<file path="config.mk">
export PLATFORM = sky130hd
export DESIGN_NAME = supply_ctrl_i2c
export DESIGN_NICKNAME = d
export VERILOG_FILES = /design/src/rtl/supply_ctrl_i2c.sv
export SDC_FILE = /design/constraint.sdc
export NUM_CORES = 1
export LEC_CHECK = 0
export ABC_AREA = 1
export CORE_MARGIN = 5
export CORE_UTILIZATION = 59
export CTS_BUF_LIST = sky130_fd_sc_hd__clkbuf_8
export CTS_CLUSTER_SIZE = 16
export DETAILED_ROUTE_END_ITERATION = 10
export DONT_BUFFER_PORTS = 1
export GPL_TIMING_DRIVEN = 0
export MAX_ROUTING_LAYER = met4
export PLACE_DENSITY = 0.82
export RECOVER_POWER = 50
export SLEW_MARGIN = 20
export SYNTH_ARGS = -nofsm -noshare
export SYNTH_HDL_FRONTEND = slang
export SYNTH_SLANG_ARGS = --single-unit
</file>
<file path="constraint.sdc">
create_clock -name clk -period 1.4 [get_ports clk]
set_input_delay 0.28 -clock clk [delete_from_list [all_inputs] [get_ports clk]]
set_output_delay 0.28 -clock clk [all_outputs]
set_load 0.02 [all_outputs]
</file>
<file path="src/rtl/supply_ctrl_i2c.sv">
module supply_ctrl_i2c #(
  parameter logic [6:0] BASE_ADDR   = 7'h08,
  parameter int         SYNC_STAGES = 2
) (
  input  logic       clk,
  input  logic       rst_n,
  input  logic       scl_i,
  input  logic       sda_i,
  output logic       sda_oe,
  input  logic [1:0] addr_sel,
  input  logic       uvlo,
  input  logic       flag_temp,
  input  logic       flag_load,
  output logic [5:0] ctrl
);
  localparam int BYTE = 8;
  localparam int CW   = $clog2(BYTE + 1);

  typedef enum logic [2:0] {S_IDLE, S_ADDR, S_AACK, S_WDAT, S_WACK, S_RDAT, S_RACK} st_t;

  st_t                  st;
  logic [SYNC_STAGES:0] scl_p, sda_p;
  logic [BYTE-1:0]      sh;
  logic [BYTE-2:0]      tx;
  logic [CW-1:0]        cnt;
  logic                 rw, mack;

  wire scl_s = scl_p[SYNC_STAGES-1];
  wire scl_q = scl_p[SYNC_STAGES];
  wire sda_s = sda_p[SYNC_STAGES-1];
  wire sda_q = sda_p[SYNC_STAGES];

  wire scl_rise = scl_s & ~scl_q;
  wire scl_fall = ~scl_s & scl_q;
  wire start_c  = scl_s & scl_q & sda_q & ~sda_s;
  wire stop_c   = scl_s & scl_q & ~sda_q & sda_s;
  wire full     = (cnt == CW'(BYTE));
  wire match    = (sh[7:1] == {BASE_ADDR[6:2], addr_sel});

  wire [BYTE-1:0] rd_word = {ctrl, flag_temp, flag_load};

  always_ff @(posedge clk or negedge rst_n)
    if (!rst_n) begin
      scl_p <= '1;
      sda_p <= '1;
    end else begin
      scl_p <= {scl_p[SYNC_STAGES-1:0], scl_i};
      sda_p <= {sda_p[SYNC_STAGES-1:0], sda_i};
    end

  always_ff @(posedge clk or negedge rst_n)
    if (!rst_n) begin
      st     <= S_IDLE;
      sh     <= '0;
      tx     <= '0;
      cnt    <= '0;
      rw     <= 1'b0;
      mack   <= 1'b0;
      sda_oe <= 1'b0;
      ctrl   <= '0;
    end else if (uvlo) begin
      st     <= S_IDLE;
      cnt    <= '0;
      sda_oe <= 1'b0;
      ctrl   <= '0;
    end else if (start_c) begin
      st     <= S_ADDR;
      cnt    <= '0;
      sda_oe <= 1'b0;
    end else if (stop_c) begin
      st     <= S_IDLE;
      sda_oe <= 1'b0;
    end else begin
      case (st)
        S_ADDR:
          if (scl_rise) begin
            sh  <= {sh[BYTE-2:0], sda_s};
            cnt <= cnt + 1'b1;
          end else if (scl_fall && full) begin
            if (match) begin
              rw     <= sh[0];
              sda_oe <= 1'b1;
              st     <= S_AACK;
            end else begin
              st <= S_IDLE;
            end
          end
        S_AACK:
          if (scl_fall) begin
            cnt <= '0;
            if (rw) begin
              tx     <= rd_word[BYTE-2:0];
              sda_oe <= ~rd_word[BYTE-1];
              st     <= S_RDAT;
            end else begin
              sda_oe <= 1'b0;
              st     <= S_WDAT;
            end
          end
        S_WDAT:
          if (scl_rise) begin
            sh  <= {sh[BYTE-2:0], sda_s};
            cnt <= cnt + 1'b1;
          end else if (scl_fall && full) begin
            ctrl   <= sh[BYTE-1:2];
            sda_oe <= 1'b1;
            st     <= S_WACK;
          end
        S_WACK:
          if (scl_fall) begin
            sda_oe <= 1'b0;
            st     <= S_IDLE;
          end
        S_RDAT:
          if (scl_rise) begin
            cnt <= cnt + 1'b1;
          end else if (scl_fall) begin
            if (full) begin
              sda_oe <= 1'b0;
              st     <= S_RACK;
            end else begin
              sda_oe <= ~tx[BYTE-2];
              tx     <= {tx[BYTE-3:0], 1'b0};
            end
          end
        S_RACK:
          if (scl_rise) begin
            mack <= ~sda_s;
          end else if (scl_fall) begin
            if (mack) begin
              cnt    <= '0;
              tx     <= rd_word[BYTE-2:0];
              sda_oe <= ~rd_word[BYTE-1];
              st     <= S_RDAT;
            end else begin
              st <= S_IDLE;
            end
          end
        default: ;
      endcase
    end

  p_uvlo_zero_r8: assert property (@(posedge clk) disable iff (!rst_n)
    uvlo |=> (ctrl == '0 && !sda_oe));

  p_sda_low_phase_r7: assert property (@(posedge clk) disable iff (!rst_n || uvlo)
    !$stable(sda_oe) |-> !scl_s);

  p_ctrl_on_ack_edge_r3: assert property (@(posedge clk) disable iff (!rst_n || uvlo)
    !$stable(ctrl) |-> (!scl_s && sda_oe));

  p_release_for_master_r6: assert property (@(posedge clk) disable iff (!rst_n)
    (st == S_RACK) |-> !sda_oe);

  p_idle_silent_r4: assert property (@(posedge clk) disable iff (!rst_n)
    (st == S_IDLE) |-> !sda_oe);
endmodule

</file>
* Word level (Yosys, flattened, before mapping)
Index checks and enable logic that the tools add are counted.
** Cells by class
- Add/subtract/negate cells :: 1
- Eq/ne operators :: 38
- Muxes and demuxes :: 60
- Bitwise logic cells :: 17
- Reduce and logical (&&, ||, !) cells :: 16
** Operator list (count)
- 5-bit != test (second input constant) :: 13
- 7-bit 2-to-1 mux :: 8
- 3-bit 2-to-1 mux :: 16
- 6-bit 2-to-1 mux :: 6
- 4-bit 2-to-1 mux :: 8
- 12-bit AND reduction :: 2
- 2-bit != test (second input constant) :: 11
- 7-bit case mux with 3 select lines :: 1
- 3-bit case mux with 6 select lines :: 1
- 1-bit 2-to-1 mux :: 17
- 4-bit != test (second input constant) :: 4
- 5-bit AND reduction :: 3
- 7-bit AND reduction :: 2
- 13-bit AND reduction :: 1
- 4-bit case mux with 3 select lines :: 1
- 1-bit NOT :: 10
- 3-bit equality test (second input constant) :: 3
- 9-bit nonzero test :: 1
- 1-bit AND :: 7
- 7-bit by 4-bit equality test with 1-bit output :: 1
- 3-bit by 2-bit equality test with 1-bit output (second input constant) :: 2
- 1-bit case mux with 6 select lines :: 1
- 5-bit nonzero test :: 1
- 4-bit by 1-bit adder with 4-bit output (second input constant) :: 1
- other kinds (10) :: 11
** Storage, ports and cells
- Flip-flop bits (word level) :: 37
- Output and inout bits :: 7

* Depth between registers and ports, before layout
Gate-level depths: netlist of the first run.
- Word-level depth :: 9
- Mapped depth :: 13

* Worst setup path after synthesis of the first run
No wires, ideal clock.
- Path kind :: register to register
- Start :: register sda_p[1]
- End :: register tx[3]
- Library setup time :: 0.123 ns
- Arrival time :: 1.396 ns
- Slack :: -0.120 ns
- Stages on the path, launching flop included :: 11
- Path buffers :: 1
- Cells stage by stage :: dfstp_2 inv_1 nand2_1 nor2_1 nor2_2 nand3_1 nor3_2 nand2_2 buf_6 nand2_2 o21ai_2
** On the way
- Longest elaborated chain between the ends :: 4
- Elaborated cells between the ends (all ways) :: 6
- Those cells by class :: bitwise: 5; reduce/logical: 1
** Ends and longest elaborated chain
- from (decl) :: RTL line 22 : logic [SYNC_STAGES:0] scl_p, sda_p;
- from (signal assigned) :: RTL line 48 : sda_p <= {sda_p[SYNC_STAGES-1:0], sda_i};
- 1-bit NOT :: RTL line 35 : wire start_c = scl_s & scl_q & sda_q & ~sda_s;
- 1-bit AND :: RTL line 35
- 1-bit NOT (no source line)
- 12-bit AND reduction (no source line) (*)
- to (signal assigned) :: RTL line 92 : tx <= rd_word[BYTE-2:0];
- to (signal assigned) :: RTL line 123 : tx <= {tx[BYTE-3:0], 1'b0};
- to (signal assigned) :: RTL line 132 : tx <= rd_word[BYTE-2:0];
- to (decl) :: RTL line 24 : logic [BYTE-2:0] tx;
Every way passes the cells marked *; elsewhere a longest branch is shown, timed or not.
A chain may end at the register's enable or synchronous reset.

* Worst setup path after layout of the first run
- Start :: register st[1]
- End :: register tx[0]
** On the way
- Longest elaborated chain between the ends :: 3
- Elaborated cells between the ends (all ways) :: 14
- Those cells by class :: eq/ne: 11; mux: 1; reduce/logical: 2
** Ends and longest elaborated chain
- from (decl) :: RTL line 21 : st_t st;
- from (signal assigned) :: RTL line 53 : st <= S_IDLE;
- from (signal assigned) :: RTL line 62 : st <= S_IDLE;
- from (signal assigned) :: RTL line 67 : st <= S_ADDR;
- 3-bit equality test or 3-bit by 2-bit equality test with 1-bit output (tied branches) :: RTL line 74 : case (st)
- 2-bit != test (no source line) or 3-bit nonzero test (tied branches)
- 12-bit AND reduction (no source line)
Parallel ways exist; a longest one is shown, timed or not.

==> out/metrics.csv, run 1 <==
metric,value,unit
status,"finished, violations left",
violated checks,setup timing,
Mapped Cells,249,
Commonest cells post-synth,"nand2_1, dfrtp_1, inv_1",
gr usage total,23.69,%
remaining antenna violation count after routing,0,
"top cells by area, synth","dfrtp_1, nand2_1, dfstp_2, inv_1, nor2_1",
P_int,1753,uW
H-tree lvl count,2,
PD cells,882.8,nW/um^2
post-DP HPWL,2912,um
Inserted Diodes,0,
initial antenna violation count,0,
area grow syn2layout,32.61,%
Synth Cell Area,1964,um^2
VDD IR max,0.0007636,V
DRC Markers,0,
Placer Congestion,0.9557,
Min Hold Slack,0.1637,ns
Synth area leader,dfrtp_1,
Num CTS Buffers,5,
fmax,586.7,MHz
Ports,16,
Post-synth top flop,dfrtp_1,
std cell rows,21,
CTS tree,yes,
layout cells sized above 1,38.79,%
Syn. warnings,0,
sequential share of power,49.4,%
port buffer count,0,
Hold Crit Class,in2reg,
Worst setup SP type,flip-flop,
die width,67.70,um
most frequent cell after synthesis,nand2_1,
power after layout,2300,uW
share of the synthesized area in the top cell type,39.49,%
slew of the pin with the lowest slew margin,0.9070,ns
max-slew violations,0,
Clk pwr share,41.5,%
Net Switching,546.3,uW
"non-filler cells, final",327,
switching fraction of total power,23.76,%
endpoint class of the critical path,flip-flop,
Initial Util,59.81,%
Synth Net Count,260,
placed cells,295,
CP max FO,5,
Initial DRT Pass Iterations,5,
GR Overflow Total,0,
clock latency on the worst-skew pair,0.29,ns
setup violators final,23,
Root Driver,clkbuf_8,
pre-CTS setup slack,-0.3188,ns
Final Cell Area,2605,um^2
Sink Count,37,
Placeable Area,3284,um^2
final hold vios,0,
Routed WL,5237,um
max-cap violations,0,
area post-placement,2022,um^2
Die ar.,4583,um^2
period utilisation layout,121.7,%
Die Span Y,67.70,um
Post-synth EDFFs,0,
vias in the first global route,1687,
via count,1875,
wire per inst,16.02,um
layout net count,291,
critical path type,reg2reg,
Slew headroom,39.53,%
Syn Area/Cell,7.889,um^2
Seq cells post-synth,37,
combinational power share,9.1,%
crit path DAT,1.89,ns
first-pass GRT wire length,7741,um
final clock skew,0.009241,ns
Yosys cell types,27,
RSZ-0062 raised after global routing,true,
largest net degree at the start of global routing,38,
Lkg Pwr,0.001246,uW
CTS Buffer Depth,2,
CP Data Required Time,1.59,ns
PnR worst setup slack,-0.3044,ns
Synth async-reset ratio,100.0,%
Final min period,1.704,ns
routed vias/inst,5.734,
"Seq/Total Area, Yosys",47.52,%
"Clk pin slew, worst setup/hold paths",0.08,ns
Starting DRT DRC Count,164,
==> timing repair <==
item | 4_1_cts | 5_1_grt
pin swaps | 9 | 20
hold buffers | 4 | 0
gates resized for setup | 34 | 53
setup buffers | 12 | 8
hold endpoints to repair | 39 | 0
gates cloned | 1 | 0
setup endpoints to repair | 30 | 31
==> final cells by class <==
class	instances	area (um^2)
fill	186	679.4
buffer	4	38.79
multi-input combinational	176	1104
inverter	32	122.6
tap	46	57.56
clock buffer	6	82.58
sequential	37	934.6
clock inverter	2	33.78
timing repair buffer	24	231.5
==> flip-flops by register name (all words and copies together), names as in the netlist <==
signal,flops
sda_oe,1
st,3
sda_p,3
scl_p,3
cnt,4
rw,1
sh,8
ctrl,6
mack,1
tx,7
==> per-layer routing <==
metal	up-vias	part of all wire [%]	global-route usage (%)
li1	867	-	-
met1	892	42	29.51
met2	90	48	35.84
met3	26	5.7	5.824
met4	0	3.8	11.65
met5	-	0	-
==> critical path: stages (launching register included) <==
cell and delay [ns]:
dfrtp_1 0.46, inv_2 0.13, nor2_4 0.16, nand2_1 0.11, nor2_1 0.21, nor3_2 0.09, nand2_2 0.19, buf_8 0.18
o21ai_2 0.06
==> layout by cell type (no fill, tap or decap), drive strengths merged <==
cell         synthesis  final
nor2                27     27
ha                   2      2
a31oi                1      1
nand2               73     73
dfstp                6      6
dfrtp               31     31
inv                 32     33
xor2                 2      2
o21ai               34     34
nor3                 4      4
buf                  3     24
a21oi                6      6
clkbuf               1      7
dlygate4sd3          0      3
nand3               14     14
nand4                5      5
o211ai               1      1
bufinv               0      1
o22ai                3      3
mux2i                4      4
==> metrics by stage <==
| step | utilization (%) | TNS [ns] |
|---|---|---|
| 6_report | 79.31 | -4.674 |
| 3_3_place_gp | 61.56 | -5.238 |
| 2_1_floorplan | - | -0.5688 |
| 3_5_place_dp | 61.56 | -5.946 |
| 4_1_cts | 73.41 | -5.024 |
| 5_1_grt | 79.31 | -6.827 |
==> final timing paths <==
path	slack, ns	from	cells after the start	endpoint
hold reg to reg	0.35	sda_p[0]	0	sda_p[1]
max in group asynchronous	0.14	rst_n	2	st[0]
setup / recovery	-0.30	st[1]	8	tx[0]
hold / removal	0.16	flag_load	2	tx[0]
min in group asynchronous	0.64	rst_n	2	ctrl[2]
setup reg to reg	-0.30	st[1]	8	tx[0]
==> kinds of logic after synthesis <==
kind of cell,share of synthesized area (%)
compound gates,13.19
xor+xnor,0.8919
fa+ha+maj,1.274
buf+inv,7.515
flops,47.52
mux,2.038
simple gates,27.58
==> power by group through the flow <==
stage / sequential [uW] / clock, uW / combinational (uW)
finish: 1140 / 954 / 210
global route: 1140 / 1040 / 230
CTS: 1130 / 959 / 176
detailed placement: 1150 / 0 / 107
global placement: 1150 / 0 / 104
floorplan: 1150 / 0 / 86.9
(Power assumes the default switching activity.)
==> run 2: changes to the inputs <==
--- a/config.mk
+++ b/config.mk
@@ -7,14 +7,14 @@
 export LEC_CHECK = 0
 export ABC_AREA = 1
 export CORE_MARGIN = 5
-export CORE_UTILIZATION = 59
+export CORE_UTILIZATION = 60
 export CTS_BUF_LIST = sky130_fd_sc_hd__clkbuf_8
 export CTS_CLUSTER_SIZE = 16
 export DETAILED_ROUTE_END_ITERATION = 10
 export DONT_BUFFER_PORTS = 1
 export GPL_TIMING_DRIVEN = 0
 export MAX_ROUTING_LAYER = met4
-export PLACE_DENSITY = 0.82
+export PLACE_DENSITY = 0.8
 export RECOVER_POWER = 50
 export SLEW_MARGIN = 20
 export SYNTH_ARGS = -nofsm -noshare
==> constraint.sdc (replaced) <==
create_clock -name clk -period 2 [get_ports clk]
set_input_delay 0.4 -clock clk [delete_from_list [all_inputs] [get_ports clk]]
set_output_delay 0.4 -clock clk [all_outputs]
set_load 0.02 [all_outputs]
==> out/metrics.csv, run 2 (synthesized netlist as in run 1, its figures left out) <==
metric,value,unit,change
status,finished clean,,"was finished, violations left"
"commonest non-fill, non-tap cell in the layout",nand2_1,,unchanged
period utilisation layout,87.88,%,was 121.7%
CP max FO,10,,was 5
Min Hold Slack,0.1065,ns,was 0.1637 ns
std cell rows,20,,was 21
Die Span Y,67.22,um,was 67.70 um
crit path DAT,1.93,ns,was 1.89 ns
clock latency on the worst-skew pair,0.29,ns,about the same
wire per inst,12.98,um,was 16.02 um
max FFs per register,8,,unchanged
CTS tree,yes,,unchanged
Lkg Pwr,0.001053,uW,was 0.001246 uW
Placeable Area,3103,um^2,was 3284 um^2
Final min period,1.758,ns,was 1.704 ns
# fillers,283,,was 186
Initial Util,63.31,%,was 59.81%
final clock skew,0.004272,ns,was 0.009241 ns
power after layout,1524,uW,was 2300 uW
internal reg-to-reg setup slack,0.24,ns,was -0.30 ns
pre-CTS setup slack,0.2740,ns,was -0.3188 ns
layout cells sized above 1,15.44,%,was 38.79%
Multi-input gate area,883.3,um^2,was 1104 um^2
"Clk pin slew, worst setup/hold paths",0.07,ns,was 0.08 ns
DRC Markers,0,,unchanged
max-cap violations,0,,unchanged
Hold Crit Class,in2reg,,unchanged
Root Driver,clkbuf_8,,unchanged
PnR worst setup slack,0.2425,ns,was -0.3044 ns
port buffer count,0,,unchanged
VDD IR max,0.0005556,V,was 0.0007636 V
max-slew violations,0,,unchanged
remaining antenna violation count after routing,0,,unchanged
vias in the first global route,1525,,"was 1,687"
final hold vios,0,,unchanged
Inserted Diodes,0,,unchanged
die width,67.22,um,was 67.70 um
"commonest cells after routing, fill and taps aside","nand2_1, dfrtp_1, inv_1",,unchanged
Die ar.,4519,um^2,was 4583 um^2
Slew headroom,41.94,%,was 39.53%
critical path type,reg2reg,,unchanged
initial antenna violation count,0,,unchanged
fmax,569.0,MHz,was 586.7 MHz
Setup TNS Final,0,ns,was -4.674 ns
Num CTS Buffers,5,,unchanged
Placer Congestion,0.9773,,was 0.9557
area grow syn2layout,9.427,%,was 32.61%
final core utilization,69.27,%,was 79.31%
GR Overflow Total,0,,unchanged
top flop regs,"sh: 8 flops, tx: 7 flops, ctrl: 6 flops",,unchanged
via count,1613,,"was 1,875"
layout net count,269,,was 291
largest net degree at the start of global routing,38,,unchanged
RSZ-0062 raised after global routing,false,,was true
routed vias/inst,5.323,,was 5.734
post-DP HPWL,2863,um,was 2912 um
register area,933.4,um^2,was 934.6 um^2
first-pass GRT wire length,6941,um,was 7741 um
setup violators final,0,,was 23
endpoint class of the critical path,flip-flop,,unchanged
CP Data Required Time,2.17,ns,was 1.59 ns
Ports,16,,unchanged
Starting DRT DRC Count,92,,was 164
H-tree lvl count,2,,unchanged
Initial DRT Pass Iterations,4,,was 5
slew of the pin with the lowest slew margin,0.8709,ns,was 0.9070 ns
Sink Count,37,,unchanged
gr usage total,21.03,%,was 23.69%
CTS Buffer Depth,2,,unchanged
PD cells,708.8,nW/um^2,was 882.8 nW/um^2
Routed WL,3933,um,was 5237 um
Worst setup SP type,flip-flop,,unchanged
Largest Register,sh,,unchanged
==> run 2: metrics by stage <==
| stage | area (um^2) | std cells |
|---|---|---|
| 3_3_place_gp | 2019 | 293 |
| 2_1_floorplan | 1964 | 249 |
| 3_5_place_dp | 2019 | 293 |
| 6_report | 2150 | 303 |
| 4_1_cts | 2165 | 303 |
| 5_1_grt | 2150 | 303 |
==> run 2: cell type report <==
cell class / instances / share of cell area, %
Inverter: 32 / 5.588
Clock buffer: 5 / 3.201
Clock inverter: 3 / 2.154
Tap cell: 44 / 2.561
Multi-Input combinational cell: 176 / 41.09
Sequential cell: 37 / 43.42
Timing Repair Buffer: 2 / 0.6985
Buffer: 4 / 1.281
==> run 2: final timing paths <==
kind / endpoint / depth (start not counted) / startpoint
setup / recovery: tx[1] / 10 / sda_p[1]
hold / removal: scl_p[0] / 0 / scl_i
setup reg to reg: tx[1] / 10 / sda_p[1]
hold reg to reg: sda_p[1] / 0 / sda_p[0]
max in group asynchronous: sh[0] / 2 / rst_n
min in group asynchronous: st[1] / 2 / rst_n
==> run 2: worst max-delay path: stages (launching register included) <==
cell	delay, ns
dfstp_2	0.57
inv_1	0.08
nand2_1	0.06
nor2_1	0.07
nor2_2	0.19
nand3_1	0.13
nor3_2	0.14
nand2_2	0.12
buf_6	0.17
nand2_2	0.06
o21ai_2	0.05
==> run 2: timing repair <==
action | CTS | global route
hold buffers | 2 | 0
resized for setup | 0 | 0
endpoints found under the hold margin | 37 | 0
buffers inserted | 0 | 0
==> run 2: power breakdown <==
| part | switching [uW] | internal, uW | total, uW |
|---|---|---|---|
| Sequential | 19.5 | 772 | 791 |
| Clock | 268 | 373 | 641 |
| Combinational | 66.4 | 25.6 | 92.1 |
==> run 2: metal layers <==
layer	vias to the layer above	wire [um]	global-route usage, %	part of all wire (%)
met2	43	1772	32.64	45
met4	0	59	5.570	1.5
met5	-	0	-	0
met1	742	1908	27.72	49
met3	6	192	4.992	4.9
li1	822	-	-	-
==> run 3: changes to the inputs <==
--- a/config.mk
+++ b/config.mk
@@ -12,7 +12,6 @@
 export CTS_CLUSTER_SIZE = 16
 export DETAILED_ROUTE_END_ITERATION = 10
 export DONT_BUFFER_PORTS = 1
-export GPL_TIMING_DRIVEN = 0
 export MAX_ROUTING_LAYER = met4
 export PLACE_DENSITY = 0.8
 export RECOVER_POWER = 50
==> constraint.sdc (replaced) <==
create_clock -name clk -period 2 [get_ports clk]
set_input_delay 0.1 -clock clk [delete_from_list [all_inputs] [get_ports clk]]
set_output_delay 0.1 -clock clk [all_outputs]
set_load 0.02 [all_outputs]
==> out/metrics.csv, run 3 (synthesized netlist as in run 1, its figures left out) <==
metric,value,unit,change
crit-path max cell delay,0.56,ns,was 0.57 ns
layout cells sized above 1,14.62,%,was 15.44%
Worst setup SP type,flip-flop,,unchanged
final clock skew,0.004302,ns,was 0.004272 ns
port buffer count,0,,unchanged
max FFs per register,8,,unchanged
"CP delay by family, top",simple AND/OR/NAND/NOR gates,,unchanged
GR Overflow Total,0,,unchanged
Routed WL,3971,um,was 3933 um
WP buf/inv,1,,was 2
slowest CP cell,dfstp_2,,unchanged
Die ar.,4519,um^2,unchanged
"Clk pin slew, worst setup/hold paths",0.07,ns,about the same
Num CTS Buffers,5,,unchanged
period utilisation layout,86.47,%,was 87.88%
Initial Util,63.31,%,unchanged
"commonest cells after routing, fill and taps aside","nand2_1, inv_1, dfrtp_1",,"was nand2_1, dfrtp_1, inv_1"
Hold Crit Class,in2reg,,unchanged
max-cap violations,0,,unchanged
CP max FO,14,,was 10
crit path DAT,1.91,ns,was 1.93 ns
setup violators final,0,,unchanged
Placer Congestion,1.009,,was 0.9773
std cell rows,20,,unchanged
PD cells,658.5,nW/um^2,was 708.8 nW/um^2
top flop regs,"sh: 8 flops, tx: 7 flops, ctrl: 6 flops",,unchanged
Min Hold Slack,0.02169,ns,was 0.1065 ns
CP Data Required Time,2.18,ns,was 2.17 ns
Largest Register,sh,,unchanged
remaining antenna violation count after routing,0,,unchanged
Initial DRT Pass Iterations,4,,unchanged
max-slew violations,0,,unchanged
crit-path cells,"inv_1, nand2_1, nor2_1, nor2_2, nand3_1, nor3_2, nand2_2, nand2_1, o21ai_2",,"was inv_1, nand2_1, nor2_1, nor2_2, nand3_1, nor3_2, nand2_2, buf_6, nand2_2, o21ai_2"
VDD IR max,0.0004448,V,was 0.0005556 V
via count,1576,,"was 1,613"
Final min period,1.729,ns,was 1.758 ns
Inserted Diodes,0,,unchanged
Sink Count,37,,unchanged
Ports,16,,unchanged
cell mode on critical path,nand2_1,,was nand2_2
CTS Buffer Depth,2,,unchanged
post-DP HPWL,2916,um,was 2863 um
H-tree lvl count,2,,unchanged
Starting DRT DRC Count,112,,was 92
wire per inst,13.06,um,was 12.98 um
slew of the pin with the lowest slew margin,0.9022,ns,was 0.8709 ns
first-pass GRT wire length,7044,um,was 6941 um
area grow syn2layout,9.044,%,was 9.427%
initial antenna violation count,0,,unchanged
CTS tree,yes,,unchanged
endpoint class of the critical path,flip-flop,,unchanged
Lkg Pwr,0.001060,uW,was 0.001053 uW
DRC Markers,0,,unchanged
Slew headroom,39.85,%,was 41.94%
Root Driver,clkbuf_8,,unchanged
largest net degree at the start of global routing,38,,unchanged
Placeable Area,3103,um^2,unchanged
critical path type,reg2reg,,unchanged
final core utilization,69.03,%,was 69.27%
vias in the first global route,1530,,"was 1,525"
Post-CTS Setup Bufs,0,,unchanged
fmax,578.2,MHz,was 569.0 MHz
Setup TNS Final,0,ns,unchanged
clock latency on the worst-skew pair,0.29,ns,about the same
layout net count,270,,was 269
final hold vios,0,,unchanged
RSZ-0062 raised after global routing,false,,unchanged
"commonest non-fill, non-tap cell in the layout",nand2_1,,unchanged
die width,67.22,um,unchanged
status,finished clean,,unchanged
routed vias/inst,5.184,,was 5.323
Die Span Y,67.22,um,unchanged
gr usage total,21.89,%,was 21.03%
## run 3: cell types whose count changed in the layout (fill, tap and decap cells not counted), sizes merged
cell | previous run | this run
dlygate4sd3 | 1 | 4
bufinv | 1 | 0
clkinv | 1 | 0
inv | 32 | 34
buf | 3 | 2
clkinvlp | 1 | 0
## run 3: power breakdown
group / switching, uW / total (uW) / internal, uW / leakage (uW)
Combinational: 67.1 / 96.5 / 29.4 / 0.000522
Clock: 251 / 522 / 271 / 0.0000538
Sequential: 19.8 / 792 / 772 / 0.000484
## run 3: routing by layer
metal	up-vias	global-route usage, %	share of wire [%]
li1	821	-	-
met1	706	27.94	48
met2	39	32.76	46
met3	10	6.489	4.8
met4	0	8.608	2.1
met5	-	-	0
## run 3: path summary, 6_finish.rpt
path	start	endpoint	slack, ns	depth (start not counted)
setup / recovery	sda_p[1]	tx[5]	0.27	9
hold / removal	flag_temp	tx[1]	0.02	2
setup reg to reg	sda_p[1]	tx[5]	0.27	9
hold reg to reg	sda_p[0]	sda_p[1]	0.36	0
max in group asynchronous	rst_n	sh[1]	0.93	2
min in group asynchronous	rst_n	ctrl[3]	0.50	2
## run 3: cell type report
| class | instances | area, um^2 |
|---|---|---|
| clock inverters | 2 | 7.507 |
| flip-flops and latches | 37 | 933.4 |
| clock buffers | 6 | 82.58 |
| repair buffers | 7 | 60.06 |
| fillers | 286 | 960.9 |
| inverters | 32 | 120.1 |
| multi-input cells | 176 | 883.3 |
| well taps | 44 | 55.05 |
## run 3: stage by stage
stage | cell area, um^2 | total power, uW | worst slack (ns) | instances
after floorplan | 1964 | 862.3 | 0.4804 | 249
after global placement | 2007 | 879.6 | 0.3219 | 291
after detailed placement | 2007 | 880.4 | 0.2851 | 291
after CTS | 2157 | 1430 | 0.2722 | 304
after global routing | 2142 | 1478 | 0.06442 | 304
final | 2142 | 1410 | 0.2706 | 304
## run 3: what timing repair did
action	CTS	global route
resized for setup	0	0
hold buffers	5	0
hold endpoints to repair	40	0
